==> config.mk <==
export PLATFORM = sky130hd
export DESIGN_NAME = pulse_timer
export DESIGN_NICKNAME = d
export VERILOG_FILES = /design/src/rtl/pulse_timer_pkg.sv /design/src/rtl/pulse_timer_presc.sv /design/src/rtl/pulse_timer_capsync.sv /design/src/rtl/pulse_timer_cnt.sv /design/src/rtl/pulse_timer.sv
export SDC_FILE = /design/constraint.sdc
export NUM_CORES = 1
export LEC_CHECK = 0
export ABC_AREA = 1
export BUFFER_PORTS_ARGS = -buffer_cell sky130_fd_sc_hd__buf_2
export CAP_MARGIN = 5
export CORE_MARGIN = 2
export CORE_UTILIZATION = 50
export DETAILED_ROUTE_END_ITERATION = 10
export HOLD_SLACK_MARGIN = 0.08
export PLACE_DENSITY = 0.8
export REMOVE_ABC_BUFFERS = 1
export SLEW_MARGIN = 20
export SYNTH_ARGS = -nofsm -noshare
export SYNTH_HDL_FRONTEND = slang
export SYNTH_SLANG_ARGS = --single-unit
==> constraint.sdc <==
create_clock -name clk_i -period 1.75 [get_ports clk_i]
set_clock_uncertainty 0.1 [all_clocks]
set_input_delay 0.175 -clock clk_i [delete_from_list [all_inputs] [get_ports clk_i]]
set_output_delay 0.175 -clock clk_i [all_outputs]
set_load 0.1 [all_outputs]
==> src/rtl/pulse_timer_pkg.sv <==
package pulse_timer_pkg;
  typedef enum logic [1:0] {
    CK_DIV4 = 2'b00,
    CK_DIV2 = 2'b01,
    CK_DIV8 = 2'b10,
    CK_STOP = 2'b11
  } ck_sel_e;

  localparam int PRE_W  = 3;
  localparam int SYNC_N = 2;
  localparam int N_CMP  = 2;
endpackage

==> src/rtl/pulse_timer_presc.sv <==
module pulse_timer_presc
  import pulse_timer_pkg::*;
#(
  parameter int PW = PRE_W
) (
  input  logic    clk_i,
  input  logic    rst_ni,
  input  ck_sel_e sel_i,
  input  logic    clr_i,
  output logic    tick_o
);
  logic [PW-1:0] pre_q;

  always_ff @(posedge clk_i or negedge rst_ni) begin
    if (!rst_ni)    pre_q <= '0;
    else if (clr_i) pre_q <= '0;
    else            pre_q <= pre_q + PW'(1);
  end

  always_comb begin
    unique case (sel_i)
      CK_DIV2: tick_o = pre_q[0];
      CK_DIV4: tick_o = &pre_q[1:0];
      CK_DIV8: tick_o = &pre_q[2:0];
      default: tick_o = 1'b0;
    endcase
  end

  assert_div2_gap_R4: assert property (@(posedge clk_i) disable iff (!rst_ni)
    (sel_i == CK_DIV2 && tick_o && !clr_i) |=> !tick_o);
endmodule

==> src/rtl/pulse_timer_capsync.sv <==
module pulse_timer_capsync
  import pulse_timer_pkg::*;
#(
  parameter int SN = SYNC_N
) (
  input  logic clk_i,
  input  logic rst_ni,
  input  logic cap_i,
  input  logic rise_sel_i,
  output logic evt_o
);
  // sh_q[SN-1] is the synchronised level, sh_q[SN] its previous value
  logic [SN:0] sh_q;
  logic        now_l, prev_l;

  always_ff @(posedge clk_i or negedge rst_ni) begin
    if (!rst_ni) sh_q <= '0;
    else         sh_q <= {sh_q[SN-1:0], cap_i};
  end

  assign now_l  = sh_q[SN-1];
  assign prev_l = sh_q[SN];
  assign evt_o  = rise_sel_i ? (now_l & ~prev_l) : (~now_l & prev_l);

  assert_evt_single_R2: assert property (@(posedge clk_i) disable iff (!rst_ni)
    evt_o |=> !evt_o);
endmodule

==> src/rtl/pulse_timer_cnt.sv <==
module pulse_timer_cnt
  import pulse_timer_pkg::*;
#(
  parameter int CW = 16,
  parameter int NC = N_CMP
) (
  input  logic                   clk_i,
  input  logic                   rst_ni,
  input  logic                   tick_i,
  input  logic                   reload_i,
  input  logic [NC-1:0][CW-1:0]  cmp_i,
  output logic [CW-1:0]          cnt_o,
  output logic [NC-1:0]          hit_o
);
  localparam logic [CW-1:0] RELOAD = ~CW'(3);

  logic [CW-1:0] cnt_q;
  logic          fresh_q;  // counter took a new value on the last edge

  always_ff @(posedge clk_i or negedge rst_ni) begin
    if (!rst_ni) begin
      cnt_q   <= RELOAD;
      fresh_q <= 1'b0;
    end else begin
      fresh_q <= tick_i | reload_i;
      if (reload_i)    cnt_q <= RELOAD;
      else if (tick_i) cnt_q <= cnt_q + CW'(1);
    end
  end

  for (genvar g = 0; g < NC; g++) begin : g_cmp
    assign hit_o[g] = fresh_q && (cnt_q == cmp_i[g]);
  end

  assign cnt_o = cnt_q;

  assert_reload_val_R3: assert property (@(posedge clk_i) disable iff (!rst_ni)
    reload_i |=> cnt_o == RELOAD);
  assert_hold_no_tick_R4: assert property (@(posedge clk_i) disable iff (!rst_ni)
    (!reload_i && !tick_i) |=> $stable(cnt_o));
endmodule

==> src/rtl/pulse_timer.sv <==
module pulse_timer
  import pulse_timer_pkg::*;
#(
  parameter int CNT_W = 16
) (
  input  logic             clk_i,
  input  logic             rst_ni,
  input  logic             cap_i,
  input  logic             edge_rise_i,
  input  logic [1:0]       clk_sel_i,
  input  logic             opm_en_i,
  input  logic             pwm_en_i,
  input  logic             oe1_i,
  input  logic             oe2_i,
  input  logic             lvl1_i,
  input  logic             lvl2_i,
  input  logic             force1_i,
  input  logic             force2_i,
  input  logic [CNT_W-1:0] cmp1_i,
  input  logic [CNT_W-1:0] cmp2_i,
  input  logic             cap_ie_i,
  input  logic             cmp_ie_i,
  input  logic             cap_clr_i,
  input  logic             cmp_clr_i,
  output logic [CNT_W-1:0] cnt_o,
  output logic             out1_o,
  output logic             out2_o,
  output logic             cap_flag_o,
  output logic             cmp1_flag_o,
  output logic             cmp2_flag_o,
  output logic             irq_o
);
  logic                         tick, evt, reload, opm_act;
  logic [N_CMP-1:0]             hit, cmp_set, cmp_flag_q, frc_q;
  logic [N_CMP-1:0][CNT_W-1:0]  cmp_pair;
  logic                         during_q, pin2_q, cap_flag_q;

  assign opm_act  = opm_en_i & ~pwm_en_i;  // PWM select overrides one-pulse
  assign reload   = evt & opm_act;
  assign cmp_pair = {cmp2_i, cmp1_i};
  assign cmp_set  = {hit[1], hit[0] & ~opm_act};

  pulse_timer_presc u_presc (
    .clk_i  (clk_i),
    .rst_ni (rst_ni),
    .sel_i  (ck_sel_e'(clk_sel_i)),
    .clr_i  (reload),
    .tick_o (tick)
  );

  pulse_timer_capsync u_sync (
    .clk_i      (clk_i),
    .rst_ni     (rst_ni),
    .cap_i      (cap_i),
    .rise_sel_i (edge_rise_i),
    .evt_o      (evt)
  );

  pulse_timer_cnt #(.CW(CNT_W)) u_cnt (
    .clk_i    (clk_i),
    .rst_ni   (rst_ni),
    .tick_i   (tick),
    .reload_i (reload),
    .cmp_i    (cmp_pair),
    .cnt_o    (cnt_o),
    .hit_o    (hit)
  );

  always_ff @(posedge clk_i or negedge rst_ni) begin
    if (!rst_ni) begin
      during_q   <= 1'b0;
      pin2_q     <= 1'b0;
      frc_q      <= '0;
      cap_flag_q <= 1'b0;
      cmp_flag_q <= '0;
    end else begin
      if (reload)      during_q <= 1'b1;  // restart beats end-of-pulse match
      else if (hit[0]) during_q <= 1'b0;
      if (hit[1]) pin2_q <= lvl2_i;
      frc_q <= frc_q | {force2_i, force1_i};
      if (evt)            cap_flag_q <= 1'b1;
      else if (cap_clr_i) cap_flag_q <= 1'b0;
      for (int i = 0; i < N_CMP; i++) begin
        if (cmp_set[i])     cmp_flag_q[i] <= 1'b1;
        else if (cmp_clr_i) cmp_flag_q[i] <= 1'b0;
      end
    end
  end

  assign out1_o = oe1_i & (frc_q[0] ? lvl1_i : (during_q ? lvl2_i : lvl1_i));
  assign out2_o = oe2_i & (frc_q[1] ? lvl2_i : pin2_q);

  assign cap_flag_o  = cap_flag_q;
  assign cmp1_flag_o = cmp_flag_q[0];
  assign cmp2_flag_o = cmp_flag_q[1];
  assign irq_o = (cap_flag_q & cap_ie_i) | ((|cmp_flag_q) & cmp_ie_i);

  assert_no_cmp1_flag_R5: assert property (@(posedge clk_i) disable iff (!rst_ni)
    (opm_act && !cmp_flag_q[0]) |=> !cmp_flag_q[0]);
  assert_pwm_no_pulse_R7: assert property (@(posedge clk_i) disable iff (!rst_ni)
    (pwm_en_i && !during_q) |=> !during_q);
  assert_force_follow_R8: assert property (@(posedge clk_i) disable iff (!rst_ni)
    (frc_q[0] && oe1_i) |-> out1_o == lvl1_i);
  assert_force_sticky_R8: assert property (@(posedge clk_i) disable iff (!rst_ni)
    frc_q[0] |=> frc_q[0]);
  assert_oe_low_R9: assert property (@(posedge clk_i) disable iff (!rst_ni)
    (!oe1_i |-> !out1_o) and (!oe2_i |-> !out2_o));
  assert_restart_wins_R11: assert property (@(posedge clk_i) disable iff (!rst_ni)
    reload |=> during_q);
  assert_cap_set_wins_R11: assert property (@(posedge clk_i) disable iff (!rst_ni)
    evt |=> cap_flag_q);
endmodule

# After elaboration in Yosys (flattened, before gate mapping)
# Cells that the tools add are included.
# word_totals
reg_bits	30
in_bits	50
elab_cells	58
# classes
n_addsub	2
eq_ne	4
mux	15
bitwise_logic	16
reduce_logical	11
# op_table
operator	count
== test 16 bit	2
two-way mux 16 bit	2
adder 16 x 1 -> 16 bit (second input constant)	1
two-way mux 1 bit	11
nonzero test 2 bit	5
bitwise AND 1 bit	9
inverter 1 bit	4
adder 3 x 1 -> 3 bit (second input constant)	1
two-way mux 3 bit	1
case mux 1 bit (3 select lines)	1
AND reduction 3 bit	1
== test 2 x 1 -> 1 bit (second input constant)	1
== test 2 bit (second input constant)	1
logical AND 1 bit	2
zero test 2 bit	1
OR 1 bit	2
OR 2 bit	1
AND reduction 2 bit	1
OR reduction 2 bit	1

# Depth between registers and ports, before layout
# depth
depth_word	5
depth_mapped	10
mapped_depth_nobuf	9

# By module
# Synthesis repeated with hierarchy kept, for this count alone.
# unflattened
cells_unflattened	301
hier_area_um2	2049.5
# modules_own_cells
mod	n_inst	cells_each	area_each_um2	seq_area_each_um2
pulse_timer_cnt	1	240	1488.9	442.9
pulse_timer	1	36	314.1	175.2
pulse_timer_presc	1	16	146.4	75.1
pulse_timer_capsync	1	9	100.1	75.1

# Worst setup path after synthesis
# OpenSTA, ideal clock, no wires.
# synth_path
path_type	register to output
startpoint	reg frc_q[1]
endpoint	out out2_o
arrival_ns	1.869
required_time_ns	1.475
slack_ns	-0.394
stages_incl_launch_ff	3
path_buffers	0
cell_sequence	dfrtp_1 o21ai_0 a21oi_1
# synth_between
elab_chain_len	2
# synth_lines
element	line_no	rtl
start, declared	pulse_timer.sv:34	logic [N_CMP-1:0] hit, cmp_set, cmp_flag_q, frc_q;
start signal, assigned	pulse_timer.sv:80	frc_q <= frc_q | {force2_i, force1_i};
two-way mux 1 bit	pulse_timer.sv:91	assign out2_o = oe2_i & (frc_q[1] ? lvl2_i : pin2_q);
bitwise AND 1 bit	pulse_timer.sv:91	
end, declared	pulse_timer.sv:27	output logic out2_o,
# Every way passes these cells.

# Final worst setup path
# layout_path
startpoint	reg u_cnt.cnt_q[8], in the netlist u_cnt.cnt_o[8]
endpoint	out cnt_o[8]
# layout_rtl
element	line_no	rtl
start, declared	pulse_timer_cnt.sv:17	logic [CW-1:0] cnt_q;
start signal, assigned	pulse_timer_cnt.sv:27	else if (tick_i) cnt_q <= cnt_q + CW'(1);
end, declared	pulse_timer.sv:25	output logic [CNT_W-1:0] cnt_o,
# No word-level cell between the ends.

==> results.tsv <==
stage	metric	value	unit
synthesis	synth_top_cell_area_share	0.197	
cells_and_area	drive_above_1_share	0.299	
power	power	4.52	mW
worst_setup_path	setup.worst_path.start_class	flop	
sta	tightest_slew	0.684	ns
sta	hold_viol_final	0	
place	io_buffer_count	71	
grt	gr-usage-all-layers	0.247	
worst_setup_path	crit_chain	buf_2	
worst_setup_path	timing.critical_path.buf_inv	1	
worst_setup_path	worstPathRequired	1.47	ns
floorplanning	fp.dieH	67.7	um
cells_and_area	num-fill-cells	351	
cts	clk_latency	0.29	ns
power	ir_drop	1.46	mV
power	pwr-share-clk	0.129	
detailed_routing	final_antenna_net_count	0	
power	switchingPower	2.60	mW
power	p_int	1.93	mW
power	power.density	1710	nW/um^2
sta	fin_ws	0.0898	ns
worst_setup_path	slowest_delay	0.63	ns
grt	grt_pass1_wl	8370	um
power	pwr-share-seq	0.292	
floorplanning	die_w	67.7	um
synthesis	synth_edf_count	0	
worst_setup_path	slowest_stage	dfstp_2	
cells_and_area	nets	443	
cells_and_area	diodes	0	
place	dp_slack	0.0320	ns
sta	period_share	0.949	
synthesis	synthTopCellsByCount	nand2_1 (102), inv_1 (51), nor2_1 (28), nand3_1 (26), dfrtp_1 (16)	
cts	clock_path_buffers	2	
detailed_routing	dr_total_vias	2148	
detailed_routing	viasPerCell	4.87	
cts	numCtsBuffers	5	
worst_hold_path	min_path_type	primary input to flop	
power	power_frac_comb	0.579	
synthesis	synthFlopType	dfrtp_1	
floorplanning	rows	23	
worst_setup_path	cp_top_family	flip-flops	
detailed_routing	drtPass1Iterations	4	
sta	setup_viol	0	
cts	cts_max_level	2	
sta	timing.hold.ws	0.117	ns
status	status	finished clean	
synthesis	netlist-cell-type-count	30	
floorplanning	ios	72	
synthesis	syn_area_per_cell	6.69	um^2
synthesis	synth_area_leaders	dfrtp_1 (20%), nand2_1 (19%), dfstp_2 (18%)	
detailed_routing	wire_per_inst	12.0	um
synthesis	synth_top_cell_by_area	dfrtp_1	
run	cap_violations	0	
floorplanning	core	3940	um^2
synthesis	synthArstFlopShare	1.00	
cells_and_area	fin_util	0.671	
worst_setup_path	crit_type	flop to output pin	
cts	cts.reportedPaths.clkPinSlew	0.07	ns
cts	cts_sinks	30	
synthesis	syn_area	2030	um^2
cts	clock_tree.root_cell	clkbuf_8	
place	place_hpwl	4040	um
grt	grt_pass1_vias	1958	
floorplanning	start_util	0.514	
place	place.gp.congestion	0.870	
cells_and_area	syn2layout_area_growth	30.4	%
sta	slew_viol_final	0	
detailed_routing	remaining_drc_errors	0	
synthesis	yosysSeqAreaShare	0.379	
grt	grt_max_degree	31	
sta	slew_headroom	0.544	
power	swShare	0.574	
detailed_routing	route.final.wire_length	5310	um
worst_setup_path	arrival	1.39	ns
synthesis	ys_ff_latch	30	
synthesis	yosysMostFrequentCell	nand2_1	
grt	antenna_found_initial	0	
detailed_routing	drt_iter0_markers	136	
sta	period_minus_slack	1.66	ns
worst_setup_path	crit_fanout	9	
worst_setup_path	endpoint_kind	output pin	
grt	overflow	0	
sta	rsz0062_at_grt	false	
power	leakage	1.58	nW
synthesis	syn_inst	303	
cts	cts_tree	done	
floorplanning	dieArea	4580	um^2
sta	max_freq	0.602	GHz
synthesis	ys_warn_count	0	
registers in the layout (all words and copies together) (netlist names), 2 cells and up:
name and flops:
u_presc.pre_q 3, frc_q 2, u_sync.sh_q 3, u_cnt.cnt_o 16, cmp_flag_q 2
layout by cell type (no fill, tap or decap), types with 7 or more instances in the layout:
cell type        n
dfstp_2         14
buf_2           69
inv_1           51
o21ai_0         12
nand3_1         25
xnor2_1          7
nor2_1          28
nand2_1        101
dlygate4sd3_1    7
dfrtp_1         16
routing by layer:
layer	up-vias	routed length (um)	global-route usage
li1	1114	-	-
met1	960	2240	0.290
met2	68	2610	0.444
met3	6	394	0.0583
met4	0	64	0.0714
met5	-	0	0
worst paths after layout:
kind	from	cells past startpoint	to	slack, ns
hold reg to reg	u_sync.sh_q[0]	0	u_sync.sh_q[1]	0.26
setup / recovery	u_cnt.cnt_o[8]	1	cnt_o[8]	0.09
min in group asynchronous	rst_ni	2	frc_q[0]	0.36
setup reg to reg	u_presc.pre_q[0]	9	u_cnt.cnt_o[11]	0.12
hold / removal	edge_rise_i	4	cap_flag_o	0.12
max in group asynchronous	rst_ni	2	u_presc.pre_q[0]	0.75
power by group through the flow:
stage	clock, mW	sequential (mW)	combinational [mW]
6_report	0.582	1.32	2.62
5_1_grt	0.616	1.36	2.85
4_1_cts	0.596	1.32	2.59
3_5_place_dp	0	1.33	2.57
3_3_place_gp	0	1.32	2.55
2_1_floorplan	0	2.40	0.997
timing repair:
item                                    in CTS  in global routing
endpoints found under the setup margin       0                  8
hold endpoints to repair                    23                  0
hold buffers                                 7                  0
buffers inserted                             0                  2
resized for setup                            0                  5
area by class of cell:
cell class              instances  area (um^2)  share of cell area
multi-input cells             217         1060               0.401
flip-flops and latches         30          768               0.291
well taps                      50         62.6              0.0237
clock inverters                 1         5.00             0.00189
inverters                      55          209              0.0790
repair buffers                 81          453               0.171
clock buffers                   7         86.3              0.0327
metrics by stage:
step                instance area, um^2  cells  TNS (ns)
detailed placement                 2440    423         0
CTS                                2610    438         0
floorplan                          2020    301     -3.56
global route                       2640    441         0
global placement                   2440    423         0
finish                             2640    441         0
cell families after synthesis:
logic type               after synthesis  synth area share
adder cells (fa/ha/maj)                3            0.0185
AND/OR/NAND/NOR                      179             0.394
flip-flops                            30             0.379
AO/OA/AOI/OAI                         26            0.0666
XOR/XNOR                               8            0.0345
buffers and inverters                 57             0.107
(Power assumes the default switching activity.)
